[src/rtl/gpio_irq_pkg.sv]
package gpio_irq_pkg;

    localparam int unsigned NPINS  = 32;
    localparam int unsigned ADDR_W = 12;

    localparam logic [ADDR_W-1:0] A_EVT_STAT = 12'h02C;
    localparam logic [ADDR_W-1:0] A_IEN_SET  = 12'h034;
    localparam logic [ADDR_W-1:0] A_IEN_CLR  = 12'h038;
    localparam logic [ADDR_W-1:0] A_OUT_CLR  = 12'h190;
    localparam logic [ADDR_W-1:0] A_OUT_SET  = 12'h194;
    localparam logic [ADDR_W-1:0] A_DIR      = 12'h134;
    localparam logic [ADDR_W-1:0] A_PIN_LVL  = 12'h138;
    localparam logic [ADDR_W-1:0] A_OUT_VAL  = 12'h13C;
    localparam logic [ADDR_W-1:0] A_TRG_LOW  = 12'h140;
    localparam logic [ADDR_W-1:0] A_TRG_HIGH = 12'h144;
    localparam logic [ADDR_W-1:0] A_TRG_RISE = 12'h148;
    localparam logic [ADDR_W-1:0] A_TRG_FALL = 12'h14C;

    typedef enum logic [3:0] {
        SEL_NONE,
        SEL_EVT,
        SEL_IEN_SET,
        SEL_IEN_CLR,
        SEL_DIR,
        SEL_PIN,
        SEL_OUT,
        SEL_TLOW,
        SEL_THIGH,
        SEL_TRISE,
        SEL_TFALL,
        SEL_OCLR,
        SEL_OSET
    } reg_sel_e;

    typedef struct packed {
        logic evt_clr;
        logic ien_set;
        logic ien_clr;
        logic dir;
        logic out_ld;
        logic out_clr;
        logic out_set;
        logic trg_low;
        logic trg_high;
        logic trg_rise;
        logic trg_fall;
    } wr_strobe_t;

    function automatic reg_sel_e decode_addr(input logic [ADDR_W-1:0] a);
        reg_sel_e s;
        case (a)
            A_EVT_STAT: s = SEL_EVT;
            A_IEN_SET:  s = SEL_IEN_SET;
            A_IEN_CLR:  s = SEL_IEN_CLR;
            A_DIR:      s = SEL_DIR;
            A_PIN_LVL:  s = SEL_PIN;
            A_OUT_VAL:  s = SEL_OUT;
            A_TRG_LOW:  s = SEL_TLOW;
            A_TRG_HIGH: s = SEL_THIGH;
            A_TRG_RISE: s = SEL_TRISE;
            A_TRG_FALL: s = SEL_TFALL;
            A_OUT_CLR:  s = SEL_OCLR;
            A_OUT_SET:  s = SEL_OSET;
            default:    s = SEL_NONE;
        endcase
        return s;
    endfunction

    function automatic logic pin_match(
        input logic lvl, input logic prev,
        input logic en_low, input logic en_high,
        input logic en_rise, input logic en_fall
    );
        return (en_low  & ~lvl)
             | (en_high &  lvl)
             | (en_rise &  lvl & ~prev)
             | (en_fall & ~lvl &  prev);
    endfunction

endpackage

[src/rtl/gpio_reg_bank.sv]
module gpio_reg_bank
    import gpio_irq_pkg::*;
#(
    parameter int unsigned N  = NPINS,
    parameter int unsigned AW = ADDR_W
) (
    input  logic          clk,
    input  logic          rst,
    input  logic [AW-1:0] addr,
    input  logic          we,
    input  logic [N-1:0]  wdata,
    input  logic [N-1:0]  evt_stat,
    input  logic [N-1:0]  pin_lvl,
    output logic [N-1:0]  dir_q,
    output logic [N-1:0]  out_q,
    output logic [N-1:0]  ien_q,
    output logic [N-1:0]  tlow_q,
    output logic [N-1:0]  thigh_q,
    output logic [N-1:0]  trise_q,
    output logic [N-1:0]  tfall_q,
    output wr_strobe_t    stb,
    output logic [N-1:0]  rdata
);

    reg_sel_e sel;

    always_comb begin
        sel = decode_addr(addr);
        stb = '0;
        if (we) begin
            case (sel)
                SEL_EVT:     stb.evt_clr  = 1'b1;
                SEL_IEN_SET: stb.ien_set  = 1'b1;
                SEL_IEN_CLR: stb.ien_clr  = 1'b1;
                SEL_DIR:     stb.dir      = 1'b1;
                SEL_OUT:     stb.out_ld   = 1'b1;
                SEL_OCLR:    stb.out_clr  = 1'b1;
                SEL_OSET:    stb.out_set  = 1'b1;
                SEL_TLOW:    stb.trg_low  = 1'b1;
                SEL_THIGH:   stb.trg_high = 1'b1;
                SEL_TRISE:   stb.trg_rise = 1'b1;
                SEL_TFALL:   stb.trg_fall = 1'b1;
                default:     stb = '0;
            endcase
        end
    end

    always_ff @(posedge clk) begin
        if (rst) begin
            dir_q   <= '1;
            out_q   <= '0;
            ien_q   <= '0;
            tlow_q  <= '0;
            thigh_q <= '0;
            trise_q <= '0;
            tfall_q <= '0;
        end else begin
            if (stb.dir)      dir_q   <= wdata;
            if (stb.out_ld)   out_q   <= wdata;
            else if (stb.out_set) out_q <= out_q | wdata;
            else if (stb.out_clr) out_q <= out_q & ~wdata;
            if (stb.ien_set)  ien_q   <= ien_q | wdata;
            else if (stb.ien_clr) ien_q <= ien_q & ~wdata;
            if (stb.trg_low)  tlow_q  <= wdata;
            if (stb.trg_high) thigh_q <= wdata;
            if (stb.trg_rise) trise_q <= wdata;
            if (stb.trg_fall) tfall_q <= wdata;
        end
    end

    always_comb begin
        case (sel)
            SEL_EVT:     rdata = evt_stat;
            SEL_IEN_SET: rdata = ien_q;
            SEL_IEN_CLR: rdata = ien_q;
            SEL_DIR:     rdata = dir_q;
            SEL_PIN:     rdata = pin_lvl;
            SEL_OUT:     rdata = out_q;
            SEL_TLOW:    rdata = tlow_q;
            SEL_THIGH:   rdata = thigh_q;
            SEL_TRISE:   rdata = trise_q;
            SEL_TFALL:   rdata = tfall_q;
            default:     rdata = '0;
        endcase
    end

endmodule

[src/rtl/gpio_pin_sync.sv]
module gpio_pin_sync #(
    parameter int unsigned N      = gpio_irq_pkg::NPINS,
    parameter int unsigned STAGES = 2
) (
    input  logic         clk,
    input  logic         rst,
    input  logic [N-1:0] pad_in,
    output logic [N-1:0] lvl,
    output logic [N-1:0] prev
);

    localparam int unsigned LAST = STAGES - 1;

    logic [N-1:0] chain [STAGES];

    generate
        for (genvar s = 0; s < STAGES; s++) begin : g_stage
            always_ff @(posedge clk) begin
                if (rst)         chain[s] <= '0;
                else if (s == 0) chain[s] <= pad_in;
                else             chain[s] <= chain[(s == 0) ? 0 : s - 1];
            end
        end
    endgenerate

    always_ff @(posedge clk) begin
        if (rst) prev <= '0;
        else     prev <= chain[LAST];
    end

    assign lvl = chain[LAST];

endmodule

[src/rtl/gpio_trig_detect.sv]
module gpio_trig_detect
    import gpio_irq_pkg::*;
#(
    parameter int unsigned N = NPINS
) (
    input  logic [N-1:0] lvl,
    input  logic [N-1:0] prev,
    input  logic [N-1:0] en_low,
    input  logic [N-1:0] en_high,
    input  logic [N-1:0] en_rise,
    input  logic [N-1:0] en_fall,
    output logic [N-1:0] evt
);

    generate
        for (genvar i = 0; i < N; i++) begin : g_pin
            assign evt[i] = pin_match(lvl[i], prev[i], en_low[i],
                                      en_high[i], en_rise[i], en_fall[i]);
        end
    endgenerate

endmodule

[src/rtl/gpio_irq_ctrl.sv]
module gpio_irq_ctrl #(
    parameter int unsigned N = gpio_irq_pkg::NPINS
) (
    input  logic         clk,
    input  logic         rst,
    input  logic [N-1:0] evt,
    input  logic         clr_we,
    input  logic [N-1:0] clr_mask,
    input  logic [N-1:0] ien,
    output logic [N-1:0] stat_q,
    output logic         irq_q
);

    logic [N-1:0] clr_eff;

    assign clr_eff = clr_we ? clr_mask : '0;

    always_ff @(posedge clk) begin
        if (rst) begin
            stat_q <= '0;
            irq_q  <= 1'b0;
        end else begin
            stat_q <= (stat_q & ~clr_eff) | evt;
            irq_q  <= |(stat_q & ien);
        end
    end

endmodule

[src/rtl/gpio_irq_top.sv]
module gpio_irq_top
    import gpio_irq_pkg::*;
#(
    parameter int unsigned NP = NPINS,
    parameter int unsigned AW = ADDR_W
) (
    input  logic          clk,
    input  logic          rst,
    input  logic [AW-1:0] bus_addr,
    input  logic          bus_we,
    input  logic [NP-1:0] bus_wdata,
    output logic [NP-1:0] bus_rdata,
    input  logic [NP-1:0] pad_in,
    output logic [NP-1:0] pad_out,
    output logic [NP-1:0] pad_oe_n,
    output logic          irq
);

    logic [NP-1:0] lvl, prev, evt, stat_q;
    logic [NP-1:0] dir_q, out_q, ien_q;
    logic [NP-1:0] tlow_q, thigh_q, trise_q, tfall_q;
    wr_strobe_t    stb;

    gpio_pin_sync #(.N(NP), .STAGES(2)) u_sync (
        .clk    (clk),
        .rst    (rst),
        .pad_in (pad_in),
        .lvl    (lvl),
        .prev   (prev)
    );

    gpio_reg_bank #(.N(NP), .AW(AW)) u_regs (
        .clk      (clk),
        .rst      (rst),
        .addr     (bus_addr),
        .we       (bus_we),
        .wdata    (bus_wdata),
        .evt_stat (stat_q),
        .pin_lvl  (lvl),
        .dir_q    (dir_q),
        .out_q    (out_q),
        .ien_q    (ien_q),
        .tlow_q   (tlow_q),
        .thigh_q  (thigh_q),
        .trise_q  (trise_q),
        .tfall_q  (tfall_q),
        .stb      (stb),
        .rdata    (bus_rdata)
    );

    gpio_trig_detect #(.N(NP)) u_trig (
        .lvl     (lvl),
        .prev    (prev),
        .en_low  (tlow_q),
        .en_high (thigh_q),
        .en_rise (trise_q),
        .en_fall (tfall_q),
        .evt     (evt)
    );

    gpio_irq_ctrl #(.N(NP)) u_irq (
        .clk      (clk),
        .rst      (rst),
        .evt      (evt),
        .clr_we   (stb.evt_clr),
        .clr_mask (bus_wdata),
        .ien      (ien_q),
        .stat_q   (stat_q),
        .irq_q    (irq)
    );

    assign pad_out  = out_q;
    assign pad_oe_n = dir_q;

endmodule

[config.mk]
export PLATFORM = sky130hd
export DESIGN_NAME = gpio_irq_top
export DESIGN_NICKNAME = d
export VERILOG_FILES = /design/src/rtl/gpio_irq_pkg.sv /design/src/rtl/gpio_reg_bank.sv /design/src/rtl/gpio_pin_sync.sv /design/src/rtl/gpio_trig_detect.sv /design/src/rtl/gpio_irq_ctrl.sv /design/src/rtl/gpio_irq_top.sv
export SDC_FILE = /design/constraint.sdc
export NUM_CORES = 1
export LEC_CHECK = 0
export ABC_CLOCK_PERIOD_IN_PS = 3650
export BUFFER_PORTS_ARGS = -buffer_cell sky130_fd_sc_hd__buf_2
export CORE_MARGIN = 2
export CORE_UTILIZATION = 55
export DETAILED_ROUTE_END_ITERATION = 8
export GPL_TIMING_DRIVEN = 1
export PLACE_DENSITY_LB_ADDON = 0.12
export SKIP_CTS_REPAIR_TIMING = 1
export SKIP_LAST_GASP = 1
export SLEW_MARGIN = 20
export SYNTH_ARGS = -nofsm -noshare
export SYNTH_HDL_FRONTEND = slang
export SYNTH_HIERARCHICAL = 1
export SYNTH_SLANG_ARGS = --single-unit
[constraint.sdc]
create_clock -name clk -period 3.65 [get_ports clk]
set_clock_uncertainty 0.15 [all_clocks]
set_input_delay 0.5475 -clock clk [delete_from_list [all_inputs] [get_ports clk]]
set_output_delay 0.5475 -clock clk [all_outputs]
set_load 0.01 [all_outputs]
==> Word-level counts from Yosys, hierarchy flattened <==
Memory sizes are Yosys's and may differ from the RTL's.
Index checks and enable logic that the tools add are counted.
{ "totals": {"input_bits": 79, "elab_cells": 427, "mem_bits_rw": 64, "memories": 1, "regBits": 289} }
{ "op_classes": {"muxes": 25, "n_reduce_logical": 4, "bitwise_logic": 363, "n_eq_ne": 24} }
{ "mem_list": {"columns": ["memory", "depth", "width", "rd", "rd_clocked_by_memory_dff", "write_ports", "line_no", "source"], "rows": [
  ["u_sync.chain", 2, 32, 2, 0, 2, "gpio_pin_sync.sv:14", "logic [N-1:0] chain [STAGES];"]
]} }
{ "ops": {"columns": ["op", "n"], "rows": [
  ["32-bit case mux with 9 select lines", 1],
  ["32-bit two-way mux", 8],
  ["1-bit bitwise AND", 192],
  ["32-bit bitwise AND", 4],
  ["12-bit by 9-bit equality test with 1-bit output (second input constant)", 9],
  ["1-bit bitwise OR", 98],
  ["32-bit bitwise OR", 3],
  ["1-bit NOT", 64],
  ["32-bit NOT", 2],
  ["4-bit case mux with 12 select lines", 1],
  ["12-bit by 6-bit equality test with 1-bit output (second input constant)", 3],
  ["32-bit OR reduction", 1],
  ["4-bit equality test (second input constant)", 5],
  ["4-bit by 3-bit equality test with 1-bit output (second input constant)", 4],
  ["1-bit two-way mux", 14],
  ["11-bit two-way mux", 1],
  ["4-bit by 2-bit equality test with 1-bit output (second input constant)", 2],
  ["4-bit by 1-bit equality test with 1-bit output (second input constant)", 1],
  ["3-bit nonzero test", 1],
  ["2-bit nonzero test", 1],
  ["2-bit OR reduction", 1]
]} }

==> Logic depth before layout (Yosys ltp) <==
Gate-level depths: netlist (run 1).
{ "depth": {"depth_word": 9, "ltp_mapped": 11} }

==> Cells and area by module <==
The synthesis (run 1) kept the hierarchy.
{ "modules_own_cells": {"columns": ["mod", "area_per_inst_um2", "n_inst", "cells_each", "seq_area_each_um2"], "rows": [
  ["gpio_reg_bank", 11272.1, 1, 1415, 4484.3],
  ["gpio_pin_sync", 2600.0, 1, 202, 1921.8],
  ["gpio_irq_ctrl", 1266.2, 1, 158, 660.6],
  ["gpio_trig_detect", 1001.0, 1, 128, 0.0]
]} }

==> Least setup slack after synthesis (run 1) <==
No wires, ideal clock.
{ "synth_path": {"path_type": "input -> output", "start": "input port bus_addr[2]", "end": "output port bus_rdata[26]", "path_buffers": 3, "slack_ps": 532, "arrival_ps": 2420, "stages": 8, "t_required_ps": 2952, "path_cell_list": "buf_2 -> or4bb_1 -> clkbuf_1 -> nor4_4 -> a221o_1 -> nand4b_1 -> clkbuf_1 -> o221ai_1"} }
{ "synth_via": {"elab_chain_len": 5, "elab_cells_between_ends": 25, "cone_classes": "eq/ne: 22; mux: 2; reduce/logical: 1"} }
{ "synth_rtl": {"columns": ["item", "line_no", "source"], "rows": [
  ["from (decl)", "gpio_irq_top.sv:9", "input logic [AW-1:0] bus_addr,"],
  ["12-bit by 9-bit equality test with 1-bit output / 12-bit by 6-bit equality test with 1-bit output (equally long branches)", "gpio_irq_pkg.sv:51", "case (a)"],
  ["4-bit case mux with 12 select lines (*)", "gpio_irq_pkg.sv:51", null],
  ["4-bit by 2-bit equality test with 1-bit output", "gpio_reg_bank.sv:72", "case (sel)"],
  ["2-bit OR reduction (no source line)", null, null],
  ["32-bit case mux with 9 select lines (*)", "gpio_reg_bank.sv:72", null],
  ["to (decl)", "gpio_irq_top.sv:12", "output logic [NP-1:0] bus_rdata,"]
]} }
Every way passes the cells marked *; elsewhere a longest branch is shown, timed or not.

==> Worst setup path in the final report (run 1) <==
{ "layout_path": {"start": "input port bus_addr[7]", "end": "output port bus_rdata[2]"} }
The elaborated chain is that of the path after synthesis.

==> flow_summary.yaml, run 1 <==
critical_path:
  cp-start-kind: "primary input"
  arrival_ps: 2760
  cp_max_fo: 32
  r2r_slack_ps: 1860
  cp.required_ps: 2950
  crit_type: "primary input to primary output"
  worstSetupEndpointType: "primary output"
cts:
  clock_path_buffers: 3
  cts_max_level: 2
  cts.clk_slew.worst_paths_ps: 60
  numCtsBuffers: 39
  root_buffer: "clkbuf_16"
  cts_tree: "built"
  numClockSinks: 353
  clk_latency_ps: 530
layout:
  syn_to_final_growth_pct: 16.6
  nNetsFinal: 2100
  drive_gt1_share_pct: 18.0
  antenna_cells: 0
  stdcell_area_mm2: 0.0188
  fin_util_pct: 65.2
  fillerInstances: 2472
detailed_routing:
  vias: 15000
  avgViaCountPerCell: 6.17
  wl_per_cell_um: 22.8
  firstDrtPassIters: 6
  drt_drc_violations_left: 0
  drt-total-wl_um: 55300
  drt_iter0_drc: 1787
  antenna_left: 0
synthesis:
  syn-num-nets: 1975
  avgSynthCellArea_um2: 8.49
  syn_area_mm2: 0.0161
  synthCells: 1896
  yosysWarnings: 6
pwr:
  cellLeakagePower_uw: 0.00663
  power.density_mw_per_mm2: 444
  ir_drop_mv: 0.388
timing:
  finalCritPeriodShare_pct: 94.8
  fin_tns_setup_ps: 0
  setup_viol: 0
  hold_viol_final: 0
  drv_slew: 0
  hold_slack_ps: 70.4
  worst_slew_pin_slew_ps: 973
  relSlewSlack_pct: 35.1
  fmax_mhz: 289
  fin_crit_ps: 3460
  grt_setup_unrepaired: "false"
floorplan:
  die_area_mm2: 0.0307
  pin_count: 176
  die_w_um: 175
  core_mm2: 0.0288
  initial_core_util_pct: 56.0
  placementRows: 62
  chipHeight_um: 175
global_routing:
  grt_max_degree: 115
  antenna_found_initial: 0
  grt.total_usage_pct: 35.2
  grt_pass1_wl_um: 83800
  grt_pass1_vias: 14300
  globalRouteOverflowTotal: 0
placement:
  routabilityCongestion: 0.911
  port_buffers: 175
  place_area_mm2: 0.0175
  dp_hpwl_um: 34900
outcome:
  status: "complete, no violations"
job:
  cap_viol_max_count: 0
worst_hold_path:
  hold_path.class: "primary input to flip-flop"
==> layout by cell type (no fill, tap or decap), drive strengths merged, types with 3 or more instances in the layout <==
| master | instances |
|---|---|
| nand2 | 381 |
| dfxtp | 353 |
| buf | 248 |
| a21oi | 163 |
| nor2b | 131 |
| nand2b | 96 |
| inv | 70 |
| nand3 | 69 |
| a22oi | 67 |
| clkbuf | 54 |
| mux2i | 48 |
| nor2 | 41 |
| a22o | 36 |
| a222oi | 35 |
| nand3b | 33 |
| a31oi | 33 |
| o31ai | 32 |
| a211oi | 32 |
| o211ai | 29 |
| o21ai | 12 |
| mux4 | 9 |
| nor3 | 7 |
| nand4 | 5 |
| a221oi | 5 |
| nor4b | 5 |
| nor4 | 5 |
| o221ai | 4 |
| clkinv | 4 |
| bufinv | 3 |
| or4b | 3 |
| o2bb2ai | 3 |
==> report_power, final <==
part | internal (uW) | switching [uW]
Combinational | 148 | 262
Clock | 2360 | 1600
Sequential | 3910 | 50.9
==> per-stage QoR <==
step           total power [uW]  cells  setup WS, ps
2_1_floorplan              4290   1896           534
3_3_place_gp               4440   2364           231
3_5_place_dp               4450   2364           216
4_1_cts                    8360   2429           211
5_1_grt                    8550   2429           136
6_report                   8340   2429           189
==> worst paths after layout <==
kind / to / start / depth (start not counted)
worst max-delay path: bus_rdata[2] / bus_addr[7] / 8
worst min-delay path: u_sync/chain[0][0] / pad_in[0] / 2
worst max register to register: u_irq/irq_q / flip-flop / 3
worst min register to register: u_sync/chain[1][15] / u_sync/chain[0][15] / 1
==> area by class of cell <==
type	instances	area [um2]	area share [%]
clock buffer	54	1120	5.98
inverter	68	255	1.36
multi-input combinational	1311	8150	43.4
timing repair buffer	248	1550	8.24
sequential	353	7070	37.7
clock inverter	11	153	0.813
tap	384	480	2.56
==> per-layer routing <==
layer | vias up | track usage, % | share of wire, %
li1 | 6868 | - | -
met1 | 7087 | 45.3 | 40
met2 | 842 | 58.0 | 46
met3 | 195 | 6.05 | 9.8
met4 | 0 | 15.7 | 4.9
met5 | - | 0 | 0
==> critical path: stages <==
cell and delay, ps:
buf_2 150, or4b_1 590, nor4_4 340, a221o_1 220
nand4b_1 160, buf_12 240, o211ai_1 300, buf_2 200
(Power assumes the default switching activity.)
==> run 2, diff against run 1 <==
- CORE_ASPECT_RATIO: not set -> 0.75
==> run 2 against run 1 <==
Effect of this change:
- core utilization down 0.67 points
- via count up 1.4%
- critical path depth unchanged
- count of clock-buffer cells in the layout up 1
- fmax down 0.97%
- highest routed layer is now met5
- cell area down 0.55%
- wire length up 0.73%
- total power down 4.0%
- worst setup slack worse by 34 ps
- sequential power about the same
- final cell count up 0.54%
- combinational power up 1%
- largest cell class unchanged
==> flow_summary.yaml, run 2 (synthesized netlist as in run 1, its figures left out) <==
detailed_routing:
  drt_drc_violations_left: 0
  wl_met2_um: 23300
  met3_length_um: 6510
  drt-total-wl_um: 55700
  vias: 15200
  antenna_left: 0
  wl_per_cell_um: 22.8
  top_layer_used: "met5"
  drt_iter0_drc: 1895
  avgViaCountPerCell: 6.23
  drt-met1-wl_um: 23600
  firstDrtPassIters: 9
placement:
  port_buffers: 175
  routabilityCongestion: 0.951
  place_area_mm2: 0.0175
  placed_cells: 2380
  dp_hpwl_um: 36700
  dp_slack_ps: 200
floorplan:
  placementRows: 54
  pin_count: 176
  die_w_um: 202
  initial_core_util_pct: 55.7
  die_area_mm2: 0.0307
  chipHeight_um: 152
  core_mm2: 0.0289
layout:
  syn_to_final_growth_pct: 15.9
  layout_common_cells: "nand2_1 (381), dfxtp_1 (353), buf_2 (174)"
  final_common_cell: "nand2_1"
  drive_gt1_share_pct: 18.0
  nNetsFinal: 2105
  final_cells: 2442
  fillerInstances: 2528
  stdcell_area_mm2: 0.0187
  antenna_cells: 0
timing:
  grt_setup_unrepaired: "false"
  drv_slew: 0
  finalCritPeriodShare_pct: 95.8
  fmax_mhz: 286
  setup_viol: 0
  fin_crit_ps: 3490
  worst_slew_pin_slew_ps: 1030
  hold_viol_final: 0
  worst_slack_ps: 155
  fin_tns_setup_ps: 0
  relSlewSlack_pct: 31.5
  hold_slack_ps: 72.2
critical_path:
  arrival_ps: 2800
  path_cells: "buf_2, or4b_1, buf_4, nor2_1, buf_12, a222oi_1, o211ai_1, buf_2"
  timing.rr.end: "u_irq/irq_q"
  path_delay_family: "simple AND/OR/NAND/NOR gates"
  worstSetupEndpointType: "primary output"
  cp.required_ps: 2950
  cp_num_buf_inv: 4
  cp_slowest_stage_delay_ps: 590
  r2r_slack_ps: 2000
  cpMostUsedCell: "buf_2"
  crit_type: "primary input to primary output"
  r2r_start: "u_irq/stat_q[28]"
  cp_max_fo: 10
  cp-start-kind: "primary input"
  r2r_cells: 3
  critPathSlowestCell: "or4b_1"
cts:
  cts.clk_slew.worst_paths_ps: 60
  numCtsBuffers: 36
  clk_latency_ps: 520
  root_buffer: "clkbuf_16"
  clock_path_buffers: 3
  numClockSinks: 353
  cts_max_level: 2
  cts_tree: "built"
global_routing:
  grt_pass1_wl_um: 85000
  grt.total_usage_pct: 35.5
  antenna_found_initial: 2
  grt_max_degree: 157
  grt_pass1_vias: 14400
  globalRouteOverflowTotal: 0
pwr:
  cellLeakagePower_uw: 0.00660
  power.density_mw_per_mm2: 429
  ir_drop_mv: 0.349
worst_hold_path:
  hold_path_depth: 2
  min_to: "u_sync/chain[0][12]"
  hold_path.class: "primary input to flip-flop"
  min_from: "pad_in[12]"
job:
  cap_viol_max_count: 0
outcome:
  status: "complete, no violations"
## run 2: per-layer routing
| metal | vias up | global-route usage (%) |
|---|---|---|
| met5 | - | 0 |
| met3 | 166 | 7.59 |
| met4 | 2 | 14.4 |
| li1 | 6868 | - |
| met1 | 7247 | 51.1 |
| met2 | 919 | 51.8 |
## run 2: worst max-delay path by stage
stage,from,endpoint,depth (start not counted)
2_1_floorplan,bus_addr[2],bus_rdata[14],7
3_3_place_gp,bus_addr[9],bus_rdata[10],8
3_5_place_dp,bus_addr[9],bus_rdata[10],8
4_1_cts,bus_addr[9],bus_rdata[10],8
5_1_grt,bus_addr[9],bus_rdata[10],8
6_report,bus_addr[9],bus_rdata[10],8
## run 2: stage by stage
step           power [uW]  utilization [%]
3_5_place_dp         4450             60.7
5_1_grt              8200             64.5
2_1_floorplan        4290                -
4_1_cts              8010             64.5
6_report             8000             64.5
3_3_place_gp         4450             60.7
## run 2: power breakdown
part | switching, uW | internal [uW] | total [uW]
registers | 50.8 | 3910 | 3960
logic | 268 | 149 | 417
clock network | 1540 | 2080 | 3620
total | 1860 | 6140 | 8000
## run 2: area by class of cell
cell class | count | area, um2 | share of cell area (%)
Multi-Input combinational cell | 1311 | 8150 | 43.6
Sequential cell | 353 | 7070 | 37.9
Timing Repair Buffer | 256 | 1580 | 8.47
Clock buffer | 55 | 1060 | 5.70
Tap cell | 392 | 490 | 2.63
Inverter | 68 | 255 | 1.37
Clock inverter | 7 | 62.6 | 0.335
==> run 3, diff against run 2 <==
- CELL_PAD_IN_SITES_DETAIL_PLACEMENT: not set -> 1
- CELL_PAD_IN_SITES_GLOBAL_PLACEMENT: not set -> 2
- CORE_UTILIZATION: 55 -> 36
==> run 3 against run 2 <==
Effect of this change:
- combinational power grew 5.3%
- global-route usage shrank 7.4 points
- die area grew 51%
- sequential power is essentially flat
- largest cell class unchanged
==> flow_summary.yaml, run 3 (synthesized netlist as in run 1, its figures left out) <==
outcome:
  status: "complete, no violations"
global_routing:
  grt_pass1_vias: 15000
  grt_pass1_wl_um: 98500
  grt.total_usage_pct: 28.1
  grt_max_degree: 178
  antenna_found_initial: 4
  globalRouteOverflowTotal: 0
detailed_routing:
  vias: 15100
  antenna_left: 0
  drt_drc_violations_left: 0
  firstDrtPassIters: 8
  wl_per_cell_um: 25.0
  drt-total-wl_um: 66200
  avgViaCountPerCell: 5.69
  drt_iter0_drc: 1196
floorplan:
  placementRows: 67
  die_area_mm2: 0.0465
  chipHeight_um: 187
  core_mm2: 0.0444
  pin_count: 176
  die_w_um: 248
  initial_core_util_pct: 36.2
critical_path:
  path_delay_family: "simple AND/OR/NAND/NOR gates"
  path_cells: "buf_2, or4b_1, nor4_4, a221o_1, nand4b_1, buf_12, o221ai_1, buf_2"
  cp.required_ps: 2950
  cpMostUsedCell: "buf_2"
  crit_type: "primary input to primary output"
  arrival_ps: 2930
  worstSetupEndpointType: "primary output"
  cp_slowest_stage_delay_ps: 640
  cp_max_fo: 16
  critPathSlowestCell: "or4b_1"
  cp_num_buf_inv: 3
  cp-start-kind: "primary input"
cts:
  root_buffer: "clkbuf_16"
  numCtsBuffers: 38
  numClockSinks: 353
  clk_latency_ps: 540
  clock_path_buffers: 3
  cts.clk_slew.worst_paths_ps: 60
  cts_tree: "built"
  cts_max_level: 2
layout:
  nNetsFinal: 2111
  drive_gt1_share_pct: 18.6
  syn_to_final_growth_pct: 18.5
  final_common_cell: "nand2_1"
  layout_common_cells: "nand2_1 (381), dfxtp_1 (353), buf_2 (174)"
  fillerInstances: 5253
placement:
  routabilityCongestion: 0.879
  port_buffers: 175
  dp_hpwl_um: 43900
timing:
  fmax_mhz: 276
  hold_slack_ps: 61.4
  setup_viol: 0
  finalCritPeriodShare_pct: 99.3
  fin_crit_ps: 3620
  drv_slew: 0
  fin_tns_setup_ps: 0
  hold_viol_final: 0
  grt_setup_unrepaired: "false"
  relSlewSlack_pct: 23.3
  worst_slew_pin_slew_ps: 1150
worst_hold_path:
  hold_path.class: "primary input to flip-flop"
pwr:
  cellLeakagePower_uw: 0.00668
  ir_drop_mv: 0.288
  power.density_mw_per_mm2: 434
job:
  cap_viol_max_count: 0
## run 3: changes by cell type in the layout (fill, tap and decap cells not counted), sizes merged
cell	change
clkbuf	+1
inv	+1
clkinv	+3
diode	+4
buf	+4
## run 3: per-stage QoR
step	std cells	power (uW)	utilization [%]	setup WS (ps)	area (um2)
CTS	2645	8360	42.9	72.8	19100
floorplan	1896	4290	-	534	16100
global placement	2578	4480	40.1	155	17800
detailed placement	2578	4490	40.1	73.4	17800
finish	2649	8290	43.0	26.5	19100
global route	2646	8580	42.9	1.73	19100
## run 3: power breakdown
part / leakage, uW / internal, uW / switching (uW) / total (uW)
combinational: 0.00321 / 152 / 286 / 439
clock: 0.000611 / 2230 / 1650 / 3880
sequential: 0.00286 / 3910 / 54.8 / 3970
## run 3: per-layer routing
layer | up-vias | routed length [um] | track usage (%)
li1 | 6889 | - | -
met1 | 7670 | 31600 | 41.0
met2 | 423 | 29800 | 44.2
met3 | 78 | 3450 | 3.41
met4 | 0 | 1330 | 6.39
met5 | - | 0 | 0
## run 3: layout make-up
cell class,count,area [um2],share of cell area (%)
Clock inverter,11,86.3,0.452
Antenna cell,4,10.0,0.0524
Multi-Input combinational cell,1311,8170,42.8
Sequential cell,353,7070,37.0
Inverter,68,255,1.34
Timing Repair Buffer,260,1630,8.53
Tap cell,586,733,3.84
Clock buffer,56,1140,5.97
## run 3: worst paths after layout
kind                       from            endpoint  slack (ps)  cells past startpoint
max                 bus_addr[7]       bus_rdata[13]          30                      8
min                   pad_in[3]  u_sync/chain[0][3]          60                      2
max reg2reg           flip-flop         u_irq/irq_q        1950                      3
min reg2reg  u_sync/chain[0][5]  u_sync/chain[1][5]         280                      1
